`src/rtl/cmdmode_pkg.sv`:
```
package cmdmode_pkg;
  localparam int PAR_W_DEF       = 3;
  localparam int SER_W_DEF       = 4;
  localparam int SER_EXIT_LO_DEF = 4;

  typedef enum logic {SRC_PAR = 1'b0, SRC_SER = 1'b1} cmd_src_e;
  typedef enum logic [1:0] {TM_KEEP = 2'd0, TM_ENTER = 2'd1, TM_LEAVE = 2'd2} tm_act_e;
endpackage

```
`src/rtl/cmd_strobe_edge.sv`:
```
module cmd_strobe_edge (
  input  logic clk,
  input  logic rst_n,
  input  logic strobe,
  input  logic cs,
  output logic take
);
  logic stb_q;

  always_ff @(posedge clk) begin
    if (!rst_n) stb_q <= 1'b0;
    else        stb_q <= strobe;
  end

  assign take = strobe & ~stb_q & cs;
endmodule

```
`src/rtl/cmd_source_mux.sv`:
```
module cmd_source_mux
  import cmdmode_pkg::*;
#(
  parameter int PAR_W       = PAR_W_DEF,
  parameter int SER_W       = SER_W_DEF,
  parameter int SER_EXIT_LO = SER_EXIT_LO_DEF
) (
  input  logic [PAR_W-1:0] par,
  input  logic [SER_W-1:0] ser,
  output logic [SER_W-1:0] eff,
  output cmd_src_e         src,
  output tm_act_e          tm_act
);
  localparam int EXT_W = SER_W - PAR_W;
  localparam logic [PAR_W-1:0] ESC_CODE = '1;
  localparam logic [SER_W-1:0] SER_ALL1 = '1;
  localparam logic [SER_W-1:0] SER_LO   = SER_W'(SER_EXIT_LO);

  logic [SER_W-1:0] par_wide;

  generate
    if (EXT_W > 0) begin : g_ext
      assign par_wide = {{EXT_W{1'b0}}, par};
    end else begin : g_same
      assign par_wide = SER_W'(par);
    end
  endgenerate

  always_comb begin
    if (par == ESC_CODE) begin
      src = SRC_SER;
      eff = ser;
      if (ser == SER_ALL1)
        tm_act = TM_ENTER;
      else if (ser == '0 || ser >= SER_LO)
        tm_act = TM_LEAVE;
      else
        tm_act = TM_KEEP;
    end else begin
      src    = SRC_PAR;
      eff    = par_wide;
      tm_act = TM_LEAVE;
    end
  end
endmodule

```
`src/rtl/cmd_state_regs.sv`:
```
module cmd_state_regs
  import cmdmode_pkg::*;
#(
  parameter int SER_W = SER_W_DEF
) (
  input  logic             clk,
  input  logic             rst_n,
  input  logic             take,
  input  logic [SER_W-1:0] eff,
  input  cmd_src_e         src,
  input  tm_act_e          tm_act,
  output logic [SER_W-1:0] cmd_q,
  output logic             valid_q,
  output logic             year_q,
  output logic             test_q
);
  always_ff @(posedge clk) begin
    if (!rst_n) begin
      cmd_q   <= '0;
      valid_q <= 1'b0;
      year_q  <= 1'b0;
      test_q  <= 1'b0;
    end else begin
      valid_q <= take;
      if (take) begin
        cmd_q  <= eff;
        year_q <= (src == SRC_SER);
        case (tm_act)
          TM_ENTER: test_q <= 1'b1;
          TM_LEAVE: test_q <= 1'b0;
          default:  test_q <= test_q;
        endcase
      end
    end
  end
endmodule

```
`src/rtl/cmd_mode_decoder.sv`:
```
module cmd_mode_decoder
  import cmdmode_pkg::*;
#(
  parameter int PAR_W       = PAR_W_DEF,
  parameter int SER_W       = SER_W_DEF,
  parameter int SER_EXIT_LO = SER_EXIT_LO_DEF
) (
  input  logic             clk,
  input  logic             rst_n,
  input  logic [PAR_W-1:0] par_cmd,
  input  logic [SER_W-1:0] ser_cmd,
  input  logic             strobe,
  input  logic             cs,
  output logic [SER_W-1:0] cmd_out,
  output logic             cmd_valid,
  output logic             year_en,
  output logic             test_mode,
  output logic             feb29_manual,
  output logic             timer_halt
);
  logic             take;
  logic [SER_W-1:0] eff;
  cmd_src_e         src;
  tm_act_e          tm_act;

  cmd_strobe_edge u_edge (
    .clk    (clk),
    .rst_n  (rst_n),
    .strobe (strobe),
    .cs     (cs),
    .take   (take)
  );

  cmd_source_mux #(
    .PAR_W       (PAR_W),
    .SER_W       (SER_W),
    .SER_EXIT_LO (SER_EXIT_LO)
  ) u_mux (
    .par    (par_cmd),
    .ser    (ser_cmd),
    .eff    (eff),
    .src    (src),
    .tm_act (tm_act)
  );

  cmd_state_regs #(.SER_W(SER_W)) u_regs (
    .clk     (clk),
    .rst_n   (rst_n),
    .take    (take),
    .eff     (eff),
    .src     (src),
    .tm_act  (tm_act),
    .cmd_q   (cmd_out),
    .valid_q (cmd_valid),
    .year_q  (year_en),
    .test_q  (test_mode)
  );

  assign feb29_manual = ~year_en;
  assign timer_halt   = ~year_en;
endmodule

```
`config.mk`:
```
export PLATFORM = sky130hd
export DESIGN_NAME = cmd_mode_decoder
export DESIGN_NICKNAME = d
export VERILOG_FILES = /design/src/rtl/cmdmode_pkg.sv /design/src/rtl/cmd_strobe_edge.sv /design/src/rtl/cmd_source_mux.sv /design/src/rtl/cmd_state_regs.sv /design/src/rtl/cmd_mode_decoder.sv
export SDC_FILE = /design/constraint.sdc
export NUM_CORES = 1
export LEC_CHECK = 0
export CORE_AREA = 2 2 39 41
export DETAILED_ROUTE_END_ITERATION = 8
export DIE_AREA = 0 0 41 43
export GPL_TIMING_DRIVEN = 0
export PLACE_DENSITY = 0.63
export SYNTH_ARGS = -nofsm -noshare
export SYNTH_HDL_FRONTEND = slang
export SYNTH_SLANG_ARGS = --single-unit
```
`constraint.sdc`:
```
create_clock -name clk -period 3 [get_ports clk]
set_clock_uncertainty 0.2 [all_clocks]
set_input_delay 0.6 -clock clk [delete_from_list [all_inputs] [get_ports clk]]
set_output_delay 0.6 -clock clk [all_outputs]
set_load 0.05 [all_outputs]
```
==> results of run 1 <==
## cell families after synthesis
| kind of cell | after synthesis | share of synthesized area, % |
|---|---|---|
| buffers and inverters | 7 | 9.74 |
| flip-flops | 8 | 41.6 |
| adder cells (fa/ha/maj) | 1 | 3.25 |
| AND/OR/NAND/NOR | 19 | 24.7 |
| AO/OA/AOI/OAI | 11 | 20.8 |
## layer usage
layer	up-vias	wire length [um]
li1	198	-
met1	159	346
met2	20	361
met3	5	86
met4	0	37
met5	-	0
## layout make-up
type	instances	area [um^2]	area share (%)
multi-input combinational	31	188	30.9
buffer	3	22.5	3.70
tap	16	20.0	3.29
inverter	4	15.0	2.47
clock buffer	3	22.5	3.70
timing repair buffer	18	180	29.6
sequential	8	160	26.3
## critical path, cell delays in order, from the launching register on
cell and delay (ns):
dfxtp_1 0.32, inv_1 0.06, buf_4 0.09, clkdlybuf4s50_1 0.78
## placed cells by master (no fill, tap or decap), drive strengths merged
cell,synthesis,final
o21a,1,1
nand2,9,9
ha,1,1
clkbuf,1,4
a311oi,1,1
a21boi,2,2
o21ai,5,5
nand3,4,4
dfxtp,8,8
and2,1,1
and3b,1,1
clkdlybuf4s50,0,18
buf,2,2
a21oi,1,1
inv,4,4
nor2,1,1
o2111ai,1,1
nand3b,1,1
and3,1,1
and4,1,1
## per-stage QoR
stage	area (um^2)	utilization, %	setup WS, ns	hold slack, ns
global placement	586	42.3	0.607	0.254
finish	608	43.9	0.692	0.253
CTS	608	43.9	0.679	0.260
detailed placement	586	42.3	0.568	0.251
floorplan	385	-	0.915	0.421
global route	608	43.9	0.625	0.271
## power by group
group	switching, uW	internal (uW)
logic	28.2	24.4
registers	1.77	110
clock network	37.0	45.8
## worst max path at each step
stage,startpoint,end,slack [ns],cells after the start
floorplan,u_regs.year_q,timer_halt,0.91,2
global placement,par_cmd[2],u_regs.test_q,0.61,7
detailed placement,par_cmd[2],u_regs.test_q,0.57,7
CTS,u_regs.year_q,timer_halt,0.68,3
global route,u_regs.year_q,timer_halt,0.62,3
finish,u_regs.year_q,timer_halt,0.69,3
## synthesized netlist by cell type
cell / instances / area (um^2)
buf_4: 1 / 7.51
buf_6: 1 / 11.3
nand3_1: 4 / 20.0
o21a_1: 1 / 7.51
inv_1: 4 / 15.0
clkbuf_1: 1 / 3.75
and2_1: 1 / 6.26
a21oi_2: 1 / 8.76
a311oi_2: 1 / 15.0
ha_1: 1 / 12.5
o21ai_0: 5 / 25.0
a21boi_0: 2 / 15.0
nand2_1: 9 / 33.8
o2111ai_1: 1 / 8.76
and3b_1: 1 / 8.76
dfxtp_1: 8 / 160
and4_1: 1 / 8.76
and3_1: 1 / 6.26
nand3b_1: 1 / 7.51
nor2_1: 1 / 3.75
## sequential cells by signal, summed over array words and instances (netlist names)
name	cells
u_regs.cmd_q	4
u_regs.test_q	1
u_edge.stb_q	1
u_regs.year_q	1
u_regs.valid_q	1
==> impl_metrics.toml, run 1 <==
[status]
status = "finished clean"

[timing]
tns_ns = 0
finalHoldViolations = 0
period_minus_slack_ns = 2.31
final_max_slew_viol_count = 0
max_freq_mhz = 433
relSlewSlack_pct = 67.3
finalSetupViolCount = 0
rsz0062_at_grt = "no"
finalCritPeriodShare_pct = 76.9
tightest_slew_ns = 0.489

[route]
drtAntennaViolNets = 0
drt_iter0_drc = 4
dr_total_vias = 382
drc = 0
via_per_inst = 4.60
first_pass_iters = 2
wl_per_cell_um = 10.0
routed_wl_um = 832

[global_routing]
grt.overflow.total = 0
grt_max_degree = 10
busiest_layer = "met2"
grtUsageTotal_pct = 11.9
grt_pass1_vias = 342
grt_pass1_wl_mm = 1.34
use_met2_pct = 18.4
antenna_found_initial = 0
use_met1_pct = 12.4
use_met3_pct = 3.14

[synth]
ys_ff_latch = 8
yosysUniqueCellTypes = 20
synth_seq_area_share_pct = 41.6
yosysWarnings = 0
synthCells = 46
synth.avg_cell_area_um2 = 8.38
synth_nets = 58
netlist_area_um2 = 385

[clock_network]
clk_latency_ns = 0.26
cts_sinks = 8
clockRootBuffer = "clkbuf_4"
clk_path_buf_depth = 2
clkTransAtPathRegs_ns = 0.05
cts_hold_buf = 0
cts_buffers = 3
cts_resized = 0
htree_levels = 1
cts_tree = "done"
cts_setup_buffers = 0

[floorplan]
die_x_um = 41
coreArea_um2 = 1380
dieArea_um2 = 1760
start_util_pct = 27.8
rows = 14
num_io_pins = 20
die_h_um = 43

[layout]
drive_above_1_share_pct = 10.4
diodes = 0
fill_cells = 154
post_layout_nonfiller_instances = 83
areaGrowthSynthToFinish_pct = 57.8
nets = 81

[hold_path]
hp-start = "u_regs.cmd_q[2]"
hold-path-cell-count = 2
hold_path.class = "reg -> reg"
hold_path_end = "u_regs.cmd_q[2]"

[worst_setup_path]
cp.arrival_ns = 1.51
r2r_end = "u_regs.test_q"
cp_data_required_time_ns = 2.20
crit_type = "reg -> out"
start_kind = "flop"
reg2reg_depth = 4
r2r-start = "u_edge.stb_q"
reg2reg_slack_ns = 1.74
critPathMaxFanout = 3
endpoint_kind = "output port"

[place]
place_congestion = 0.668
place_hpwl_um = 618
numPortBuffers = 18
dp.cells = 80

[power_and_ir_drop]
p_leak_uw = 0.000236
ir_drop_uv = 118
power_uw = 248
power_density_nw_per_um2 = 407

[run]
cap_violations = 0
(Power assumes the default switching activity.)
==> run 2, diff against run 1 <==
==> constraint.sdc (replaced) <==
create_clock -name clk -period 2.3 [get_ports clk]
set_clock_uncertainty 0.2 [all_clocks]
set_input_delay 0.46 -clock clk [delete_from_list [all_inputs] [get_ports clk]]
set_output_delay 0.46 -clock clk [all_outputs]
set_load 0.05 [all_outputs]
==> results of run 2 <==
The final DEF is identical to that of run 1. Status: finished clean.
Among the figures that moved: setup slack after placement 0.568 ns -> 0.00779 ns; setup slack after layout 0.692 ns -> 0.132 ns; register-to-register setup slack 1.74 ns -> 1.04 ns; total power 248 uW -> 323 uW; worst IR drop on VDD 118 uV -> 154 uV
